File: src/rtl/ecc_log_pkg.sv
package ecc_log_pkg;

    localparam int REG_AW = 8;
    localparam int BUS_W  = 32;
    localparam int CE_BIT = 6;
    localparam int UE_BIT = 7;

    typedef logic [REG_AW-1:0] reg_off_t;

    localparam reg_off_t OFF_ISR    = 8'h04;
    localparam reg_off_t OFF_IMR    = 8'h08;
    localparam reg_off_t OFF_IEN    = 8'h0C;
    localparam reg_off_t OFF_IDS    = 8'h10;
    localparam reg_off_t OFF_ECC    = 8'h14;
    localparam reg_off_t OFF_CE_ADR = 8'h1C;
    localparam reg_off_t OFF_CE_DAT = 8'h20;
    localparam reg_off_t OFF_UE_ADR = 8'h34;
    localparam reg_off_t OFF_UE_DAT = 8'h38;
    localparam reg_off_t OFF_PAT    = 8'h4C;
    localparam reg_off_t OFF_CNT    = 8'h74;

    // index of each error class in the two-bit status and mask vectors
    typedef enum logic [0:0] {
        SRC_CE = 1'b0,
        SRC_UE = 1'b1
    } err_src_e;

    typedef struct packed {
        logic             wr;
        reg_off_t         addr;
        logic [BUS_W-1:0] data;
    } bus_req_t;

    // byte offset of word idx of a multi-word field
    function automatic reg_off_t word_off(reg_off_t base, int idx);
        return base + reg_off_t'(4 * idx);
    endfunction

    // place a {ue, ce} pair at its bus bit positions
    function automatic logic [BUS_W-1:0] place_pair(logic [1:0] pair);
        logic [BUS_W-1:0] v;
        v = '0;
        v[CE_BIT] = pair[SRC_CE];
        v[UE_BIT] = pair[SRC_UE];
        return v;
    endfunction

    // pick the {ue, ce} pair out of a bus word
    function automatic logic [1:0] pick_pair(logic [BUS_W-1:0] w);
        return {w[UE_BIT], w[CE_BIT]};
    endfunction

endpackage

File: src/rtl/ecc_capture_bank.sv
module ecc_capture_bank #(
    parameter int AW = 20,
    parameter int DW = 64
) (
    input  logic          clk,
    input  logic          rst,
    input  logic          ecc_on,
    input  logic          evt,
    input  logic [AW-1:0] evt_addr,
    input  logic [DW-1:0] evt_data,
    input  logic          clr,
    output logic          status,
    output logic [AW-1:0] cap_addr,
    output logic [DW-1:0] cap_data
);

    logic hit;
    logic take;

    assign hit  = ecc_on && evt;
    // first failure only, unless the held one is being acknowledged now
    assign take = hit && (!status || clr);

    always_ff @(posedge clk) begin
        if (rst) begin
            status <= 1'b0;
        end else if (hit) begin
            status <= 1'b1;
        end else if (clr) begin
            status <= 1'b0;
        end
    end

    always_ff @(posedge clk) begin
        if (rst) begin
            cap_addr <= '0;
            cap_data <= '0;
        end else if (take) begin
            cap_addr <= evt_addr;
            cap_data <= evt_data;
        end
    end

    AST_CAPTURE_HOLD: assert property (@(posedge clk) disable iff (rst)
        (status && !clr) |=> ($stable(cap_addr) && $stable(cap_data)));

    AST_STATUS_STICKY: assert property (@(posedge clk) disable iff (rst)
        (status && !clr) |=> status);

    AST_EVENT_AFTER_CLEAR: assert property (@(posedge clk) disable iff (rst)
        (clr && ecc_on && evt) |=> (status && cap_addr == $past(evt_addr)));

endmodule

File: src/rtl/ecc_irq_ctrl.sv
module ecc_irq_ctrl
    import ecc_log_pkg::*;
(
    input  logic       clk,
    input  logic       rst,
    input  logic       en_wr,
    input  logic       dis_wr,
    input  logic [1:0] wbits,
    input  logic [1:0] status,
    output logic [1:0] mask,
    output logic       irq
);

    always_ff @(posedge clk) begin
        if (rst) begin
            mask <= 2'b11;
        end else if (en_wr) begin
            mask <= mask & ~wbits;
        end else if (dis_wr) begin
            mask <= mask | wbits;
        end
    end

    assign irq = |(status & ~mask);

    AST_MASK_SET: assert property (@(posedge clk) disable iff (rst)
        (dis_wr && !en_wr && wbits[SRC_UE]) |=> mask[SRC_UE]);

    AST_MASK_CLR: assert property (@(posedge clk) disable iff (rst)
        (en_wr && wbits[SRC_CE]) |=> !mask[SRC_CE]);

    AST_IRQ_QUIET: assert property (@(posedge clk) disable iff (rst)
        (status == 2'b00) |-> !irq);

endmodule

File: src/rtl/ecc_inject_ctrl.sv
module ecc_inject_ctrl
    import ecc_log_pkg::*;
#(
    parameter int DW = 64,
    parameter int CW = 24
) (
    input  logic             clk,
    input  logic             rst,
    input  logic [DW/32-1:0] pat_wr,
    input  logic             cnt_wr,
    input  logic [BUS_W-1:0] wdata,
    input  logic             mem_wr,
    output logic [DW-1:0]    pattern,
    output logic [CW-1:0]    count,
    output logic [DW-1:0]    inj_mask
);

    localparam int NW = DW / 32;

    logic armed;
    logic fire;

    for (genvar w = 0; w < NW; w++) begin : g_pat
        always_ff @(posedge clk) begin
            if (rst) begin
                pattern[32*w +: 32] <= '0;
            end else if (pat_wr[w]) begin
                pattern[32*w +: 32] <= wdata;
            end
        end
    end

    assign fire = armed && (count == '0) && mem_wr;

    always_ff @(posedge clk) begin
        if (rst) begin
            count <= '0;
            armed <= 1'b0;
        end else if (cnt_wr) begin
            count <= wdata[CW-1:0];
            armed <= 1'b1;
        end else begin
            if (armed && count != '0) begin
                count <= count - 1'b1;
            end
            if (fire) begin
                armed <= 1'b0;
            end
        end
    end

    assign inj_mask = fire ? pattern : '0;

    AST_CNT_STEP: assert property (@(posedge clk) disable iff (rst)
        (armed && count != '0 && !cnt_wr) |=> (count == $past(count) - 1'b1));

    AST_ONE_SHOT: assert property (@(posedge clk) disable iff (rst)
        (fire && !cnt_wr) |=> (inj_mask == '0 && !armed));

    AST_NO_FLIP_IDLE: assert property (@(posedge clk) disable iff (rst)
        !mem_wr |-> (inj_mask == '0));

endmodule

File: src/rtl/ecc_errlog_unit.sv
module ecc_errlog_unit
    import ecc_log_pkg::*;
#(
    parameter int EVT_AW = 20,
    parameter int DATA_W = 64,
    parameter int CNT_W  = 24
) (
    input  logic              clk,
    input  logic              rst,
    input  logic [REG_AW-1:0] bus_addr,
    input  logic              bus_wr,
    input  logic [BUS_W-1:0]  bus_wdata,
    output logic [BUS_W-1:0]  bus_rdata,
    input  logic              ce_evt,
    input  logic              ue_evt,
    input  logic [EVT_AW-1:0] evt_addr,
    input  logic [DATA_W-1:0] evt_data,
    input  logic              mem_wr,
    output logic [DATA_W-1:0] inj_mask,
    output logic              irq
);

    localparam int NW = DATA_W / 32;

    bus_req_t          req;
    logic              ecc_en;
    logic [1:0]        status;
    logic [1:0]        clr;
    logic [1:0]        mask;
    logic [EVT_AW-1:0] ce_addr, ue_addr;
    logic [DATA_W-1:0] ce_data, ue_data;
    logic [DATA_W-1:0] pattern;
    logic [CNT_W-1:0]  count;
    logic [NW-1:0]     pat_wr;

    assign req = '{wr: bus_wr, addr: bus_addr, data: bus_wdata};

    // ECC enable
    always_ff @(posedge clk) begin
        if (rst) begin
            ecc_en <= 1'b0;
        end else if (req.wr && req.addr == OFF_ECC) begin
            ecc_en <= req.data[0];
        end
    end

    assign clr = (req.wr && req.addr == OFF_ISR) ? pick_pair(req.data) : 2'b00;

    always_comb begin
        for (int w = 0; w < NW; w++) begin
            pat_wr[w] = req.wr && (req.addr == word_off(OFF_PAT, w));
        end
    end

    ecc_capture_bank #(.AW(EVT_AW), .DW(DATA_W)) u_ce_bank (
        .clk      (clk),
        .rst      (rst),
        .ecc_on   (ecc_en),
        .evt      (ce_evt),
        .evt_addr (evt_addr),
        .evt_data (evt_data),
        .clr      (clr[SRC_CE]),
        .status   (status[SRC_CE]),
        .cap_addr (ce_addr),
        .cap_data (ce_data)
    );

    ecc_capture_bank #(.AW(EVT_AW), .DW(DATA_W)) u_ue_bank (
        .clk      (clk),
        .rst      (rst),
        .ecc_on   (ecc_en),
        .evt      (ue_evt),
        .evt_addr (evt_addr),
        .evt_data (evt_data),
        .clr      (clr[SRC_UE]),
        .status   (status[SRC_UE]),
        .cap_addr (ue_addr),
        .cap_data (ue_data)
    );

    ecc_irq_ctrl u_irq (
        .clk    (clk),
        .rst    (rst),
        .en_wr  (req.wr && req.addr == OFF_IEN),
        .dis_wr (req.wr && req.addr == OFF_IDS),
        .wbits  (pick_pair(req.data)),
        .status (status),
        .mask   (mask),
        .irq    (irq)
    );

    ecc_inject_ctrl #(.DW(DATA_W), .CW(CNT_W)) u_inj (
        .clk      (clk),
        .rst      (rst),
        .pat_wr   (pat_wr),
        .cnt_wr   (req.wr && req.addr == OFF_CNT),
        .wdata    (req.data),
        .mem_wr   (mem_wr),
        .pattern  (pattern),
        .count    (count),
        .inj_mask (inj_mask)
    );

    // read mux
    always_comb begin
        bus_rdata = '0;
        case (bus_addr)
            OFF_ISR:    bus_rdata = place_pair(status);
            OFF_IMR:    bus_rdata = place_pair(mask);
            OFF_ECC:    bus_rdata = {{(BUS_W-1){1'b0}}, ecc_en};
            OFF_CE_ADR: bus_rdata = BUS_W'(ce_addr);
            OFF_UE_ADR: bus_rdata = BUS_W'(ue_addr);
            OFF_CNT:    bus_rdata = BUS_W'(count);
            default:    bus_rdata = '0;
        endcase
        for (int w = 0; w < NW; w++) begin
            if (bus_addr == word_off(OFF_CE_DAT, w)) bus_rdata = ce_data[32*w +: 32];
            if (bus_addr == word_off(OFF_UE_DAT, w)) bus_rdata = ue_data[32*w +: 32];
            if (bus_addr == word_off(OFF_PAT, w))    bus_rdata = pattern[32*w +: 32];
        end
    end

    AST_ECC_OFF_QUIET: assert property (@(posedge clk) disable iff (rst)
        (!ecc_en && status == 2'b00) |=> (status == 2'b00));

    AST_UNMAPPED_ZERO: assert property (@(posedge clk) disable iff (rst)
        (bus_addr == 8'h00) |-> (bus_rdata == '0));

endmodule

File: config.mk
export PLATFORM = sky130hd
export DESIGN_NAME = ecc_errlog_unit
export DESIGN_NICKNAME = d
export VERILOG_FILES = /design/src/rtl/ecc_log_pkg.sv /design/src/rtl/ecc_capture_bank.sv /design/src/rtl/ecc_irq_ctrl.sv /design/src/rtl/ecc_inject_ctrl.sv /design/src/rtl/ecc_errlog_unit.sv
export SDC_FILE = /design/constraint.sdc
export NUM_CORES = 1
export LEC_CHECK = 0
export ABC_CLOCK_PERIOD_IN_PS = 2800
export BUFFER_PORTS_ARGS = -buffer_cell sky130_fd_sc_hd__buf_2
export CAP_MARGIN = 25
export CELL_PAD_IN_SITES_DETAIL_PLACEMENT = 1
export CELL_PAD_IN_SITES_GLOBAL_PLACEMENT = 1
export CORE_MARGIN = 10
export CORE_UTILIZATION = 44
export CTS_CLUSTER_SIZE = 24
export DETAILED_ROUTE_END_ITERATION = 8
export PLACE_DENSITY = 0.83
export SYNTH_ARGS = -nofsm -noshare
export SYNTH_HDL_FRONTEND = slang
export SYNTH_HIERARCHICAL = 1
export SYNTH_SLANG_ARGS = --single-unit
File: constraint.sdc
create_clock -name clk -period 2.8 [get_ports clk]
set_input_delay 0.28 -clock clk [delete_from_list [all_inputs] [get_ports clk]]
set_output_delay 0.28 -clock clk [all_outputs]
set_load 0.01 [all_outputs]
# Word-level counts from Yosys, hierarchy flattened
# Index checks and enable logic that the tools add are counted.
[classes]
add_sub_neg = 1
eq_ne = 14
n_mux = 19
bitwise = 5
n_reduce_logical = 26
[ops]
columns = ["cell", "n"]
rows = [
  ["2-to-1 mux 32 bit", 6],
  ["case mux 24 bit (6 select lines)", 1],
  ["2-to-1 mux 64 bit", 1],
  ["2-to-1 mux 24 bit", 2],
  ["== test 8 x 6 -> 1 bit (second input constant)", 5],
  ["== test 8 x 5 -> 1 bit (second input constant)", 3],
  ["== test 8 x 7 -> 1 bit (second input constant)", 3],
  ["zero test 24 bit", 1],
  ["nonzero test 24 bit", 1],
  ["subtractor 24 x 1 -> 24 bit (second input constant)", 1],
  ["== test 8 x 4 -> 1 bit (second input constant)", 2],
  ["logical AND 1 bit", 14],
  ["nonzero test 2 bit", 5],
  ["== test 8 x 3 -> 1 bit (second input constant)", 1],
  ["2-to-1 mux 1 bit", 6],
  ["2-to-1 mux 2 bit", 3],
  ["bitwise AND 2 bit", 2],
  ["inverter 2 bit", 2],
  ["zero test 1 bit", 2],
  ["logical OR 1 bit", 2],
  ["OR 2 bit", 1],
  ["OR reduction 2 bit", 1],
]
[totals]
reg_bits = 262
in_bits = 130
out_inout_bits = 97
wordCells = 77

# Logic depth before layout (Yosys ltp)
[logic_depth]
word_depth = 8
depth_mapped = 11
ltp_nobuf = 7

# By module
# Netlist, hierarchy kept.
[by_module_without_submodules]
columns = ["mod", "instances", "cells_each", "area_each_um2", "seq_area_each_um2"]
rows = [
  ["ecc_capture_bank", 2, 369, 3802.4, 1701.6],
  ["ecc_inject_ctrl", 1, 451, 4126.5, 1781.7],
  ["ecc_errlog_unit", 1, 319, 2220.9, 20.0],
  ["ecc_irq_ctrl", 1, 10, 85.1, 40.0],
]

# Least setup slack after synthesis
# No wires, ideal clock.
[synth_timing]
path_kind = "reg-to-output"
startpoint = "register u_inj.count[0]"
endpoint = "output port inj_mask[13]"
t_arrival_ps = 2151
t_required_ps = 2520
setup_slack_ps = 369
stages_incl_launch_ff = 9
n_path_buf = 2
cell_sequence = "dfxtp_1 > inv_1 > ha_1 > or4b_2 > nor4_1 > and4_1 > buf_2 > clkbuf_2 > and2_1"
[synth_between]
elab_chain_cells = 4
[synth_lines]
columns = ["item", "line", "text"]
rows = [
  ["start, declared", "ecc_inject_ctrl.sv:14", "output logic [CW-1:0] count,"],
  ["start signal, assigned", "ecc_inject_ctrl.sv:40", "count <= wdata[CW-1:0];"],
  ["start signal, assigned", "ecc_inject_ctrl.sv:44", "count <= count - 1'b1;"],
  ["zero test 24 bit", "ecc_inject_ctrl.sv:33", "assign fire = armed && (count == '0) && mem_wr;"],
  ["logical AND 1 bit (2 in series)", "ecc_inject_ctrl.sv:33", ""],
  ["2-to-1 mux 64 bit", "ecc_inject_ctrl.sv:52", "assign inj_mask = fire ? pattern : '0;"],
  ["end, declared", "ecc_errlog_unit.sv:19", "output logic [DATA_W-1:0] inj_mask,"],
]
# No other way between the ends.

# Worst setup path after layout
[layout_timing]
startpoint = "register u_inj.count[0]"
endpoint = "output port inj_mask[60]"
# The elaborated chain is that of the path after synthesis.

==> results_dict.tcl <==
set metrics [dict create \
    max_freq_ghz 0.3288 \
    grt-ovfl-total 0 \
    cts_tree "built" \
    rsz0062_at_grt "true" \
    numPortBuffers 226 \
    syn_to_final_growth_pct 28.88 \
    powerDensity_nw_per_um2 462.6 \
    vias 13350 \
    wl_um 59960 \
    drv_slew 0 \
    clock_latency_ns 0.58 \
    drt-vias-per-instance 5.951 \
    grt_pass1_vias 14320 \
    fin_ws_ns -0.2417 \
    grt_pass1_wl_um 86220 \
    die-area_um2 39450 \
    synth-async-reset-ratio 0 \
    worstPathArrival_ns 2.76 \
    peakVddDrop_v 0.0005522 \
    numCtsBuffers 30 \
    cts.sinks 262 \
    cp_data_required_time_ns 2.52 \
    finalCritPeriodShare 1.086 \
    detail_route.wl_per_cell_um 26.73 \
    worstSetupEndpointType "primary output" \
    p_seq_frac 0.446 \
    yosys_warnings 6 \
    p_clk_frac 0.480 \
    antenna_found_initial 13 \
    synth_area_per_cell_um2 9.247 \
    antenna_left 0 \
    violations "setup timing" \
    swShare 0.2367 \
    grt_use_met2 0.4773 \
    synth.top_cell.area_share 0.3737 \
    crit_path_max_fanout 11 \
    syn-num-nets 1650 \
    seq_area_um2 5259 \
    cap_violations 0 \
    multi_input_area_um2 8224 \
    synth_seq_cells 262 \
    ys_seq_area_frac 0.3737 \
    drive_above_1_share 0.2330 \
    grt_max_degree 119 \
    ios 227 \
    crit_type "flop to primary output" \
    track_usage 0.2801 \
    ys.flop_type "dfxtp_1" \
    cts_root_buf "clkbuf_16" \
    p_int_w 0.006389 \
    fp.dieW_um 198.6 \
    nNetsFinal 1943 \
    drc 0 \
    setup_violations 64 \
    grt.met1_usage 0.3202 \
    ys_types 74 \
    hold_viol 0 \
    clk_pin_slew_ns 0.06 \
    min_period_ns 3.042 \
    synth_top_cell_by_area "dfxtp_1" \
    final.fill_count 3538 \
    busiest_layer "met2" \
    netlist_top_cells_area "dfxtp_1, mux2i_1, nand2b_1" \
    fin_hold_ws_ns 0.01384 \
    start_util 0.4448 \
    hpwl_um 37800 \
    coreArea_um2 31560 \
    place_congestion 0.9090 \
    finClkSkew_ns 0.02366 \
    tightest_slew_ns 0.8481 \
    num_rows 65 \
    drt_pass1_iterations 5 \
    setup_tns_ns -11.39 \
    initialDrtViolationCount 1330 \
    min_path_type "input port to flop" \
    preCtsSetupSlack_ns 0.1184 \
    p_switching_w 0.001981 \
    slew_headroom 0.4338 \
    fp.dieH_um 198.6 \
    netlist_area_um2 14040 \
    grt_use_met3 0.05762 \
    cts_max_path_buffers 3 \
    leakagePower_nw 6.901 \
    synth-edff-count 0 \
    comb_power_share 0.074 \
    syn_inst 1518 \
    start_kind "flop" \
    run_status "finished, violations left" \
    ctsHtreeMaxLevel 1 \
]
-- cells by family (layout without fill, tap and decap cells) --
group / Yosys count / count (layout) / share of synthesized area
XOR/XNOR: 18 / 18 / 0.01123
multiplexers: 241 / 241 / 0.1722
other: 0 / 8 / 0
AND/OR/NAND/NOR: 631 / 631 / 0.2720
adder cells (fa/ha/maj): 2 / 2 / 0.001782
flip-flops: 262 / 262 / 0.3737
buffers and inverters: 138 / 453 / 0.05090
AO/OA/AOI/OAI: 226 / 226 / 0.1183
-- power by group through the flow --
stage          Clock (W)  Sequential, W  Combinational (W)
2_1_floorplan          0        0.00381           0.000262
3_3_place_gp           0        0.00382           0.000483
3_5_place_dp           0        0.00382           0.000495
4_1_cts          0.00402        0.00373           0.000601
5_1_grt          0.00422        0.00373           0.000668
6_report         0.00402        0.00373           0.000623
-- cell usage in the layout (no fill, tap or decap), types with 6 or more instances in the layout --
cell type | Yosys | layout
a222oi_1 | 14 | 14
clkbuf_8 | 0 | 8
o22ai_1 | 44 | 44
mux2i_1 | 237 | 237
nand2_1 | 17 | 17
clkbuf_1 | 70 | 8
inv_1 | 8 | 6
and2_1 | 72 | 42
o21ai_0 | 7 | 7
nand3_1 | 14 | 14
o21ai_1 | 10 | 10
or3_1 | 7 | 7
a22oi_1 | 14 | 14
dfxtp_1 | 262 | 257
a22o_1 | 16 | 16
buf_16 | 0 | 6
a221oi_1 | 11 | 11
a211oi_1 | 26 | 26
a221o_1 | 8 | 8
and2_4 | 0 | 28
dlygate4sd3_1 | 0 | 83
buf_2 | 21 | 197
buf_6 | 16 | 29
nor2_1 | 108 | 108
clkbuf_16 | 0 | 31
xnor2_1 | 18 | 18
a21oi_1 | 34 | 34
diode_2 | 0 | 8
buf_4 | 5 | 60
nand2b_1 | 337 | 337
nor3_1 | 8 | 8
o211a_1 | 8 | 8
and3b_1 | 8 | 8
buf_12 | 0 | 13
-- per-stage QoR --
stage / total power (W) / std cells / instance area, um2 / util
2_1_floorplan: 0.004077 / 1518 / 14040 / -
3_3_place_gp: 0.004299 / 2077 / 15610 / 0.4947
3_5_place_dp: 0.004312 / 2077 / 15610 / 0.4947
4_1_cts: 0.008357 / 2228 / 17750 / 0.5626
5_1_grt: 0.008613 / 2242 / 18090 / 0.5732
6_report: 0.008370 / 2243 / 18090 / 0.5733
-- layer usage --
layer	routed length, um	up-vias
li1	-	5916
met1	22540	6542
met2	29280	664
met3	4268	219
met4	3820	6
met5	49	-
-- worst max-delay path: stages (launching register included) --
cell	delay (ns)
dfxtp_4	0.35
inv_2	0.08
ha_4	0.13
or4b_4	0.48
nor4_4	0.20
and4_4	0.30
buf_12	0.17
buf_12	0.16
and2_1	0.15
buf_2	0.14
-- final cells by class --
class                   count  area share
well taps                 402     0.02780
diodes                      8    0.001107
clock buffers              46     0.04924
multi-input cells        1118      0.4546
clock inverters             8    0.005602
repair buffers            390      0.1691
inverters                   9    0.001867
flip-flops and latches    262      0.2907
-- path summary, 6_finish.rpt --
| path | startpoint | to | slack [ns] | cells after the start |
|---|---|---|---|---|
| worst max-delay path | u_inj/count[0] | inj_mask[60] | -0.24 | 9 |
| worst max register to register | u_inj/count[4] | u_inj/count[14] | 0.03 | 5 |
| worst min-delay path | evt_data[40] | u_ue_bank/cap_data[40] | 0.01 | 3 |
| worst min register to register | u_ue_bank/cap_addr[4] | u_ue_bank/cap_addr[4] | 0.47 | 2 |
-- what timing repair did --
| item | in CTS | in global routing |
|---|---|---|
| gates resized for setup | 30 | 62 |
| hold buffers | 83 | 0 |
| setup buffers | 9 | 6 |
| cloned | 6 | 1 |
| pin swaps | 6 | 2 |
| endpoints found under the hold margin | 140 | 0 |
| setup endpoints to repair | 64 | 66 |
-- cell usage after synthesis (10+ instances only) --
| library cell | number |
|---|---|
| buf_2 | 21 |
| a222oi_1 | 14 |
| nand2_1 | 17 |
| o21ai_1 | 10 |
| dfxtp_1 | 262 |
| xnor2_1 | 18 |
| a22oi_1 | 14 |
| a22o_1 | 16 |
| and2_1 | 72 |
| clkbuf_1 | 70 |
| nand3_1 | 14 |
| nand2b_1 | 337 |
| mux2i_1 | 237 |
| a21oi_1 | 34 |
| o22ai_1 | 44 |
| a221oi_1 | 11 |
| buf_6 | 16 |
| a211oi_1 | 26 |
| nor2_1 | 108 |
-- sequential cells by signal, summed over array words and instances, names as in the netlist, named ones only --
| register | cells |
|---|---|
| u_ue_bank/cap_addr | 20 |
| u_inj/count | 24 |
| u_ue_bank/cap_data | 64 |
| ecc_en | 1 |
| u_ue_bank/status | 1 |
| u_ce_bank/cap_data | 64 |
| u_ce_bank/status | 1 |
| u_inj/armed | 1 |
| u_inj/pattern | 64 |
| u_ce_bank/cap_addr | 20 |
(Power assumes the default switching activity.)
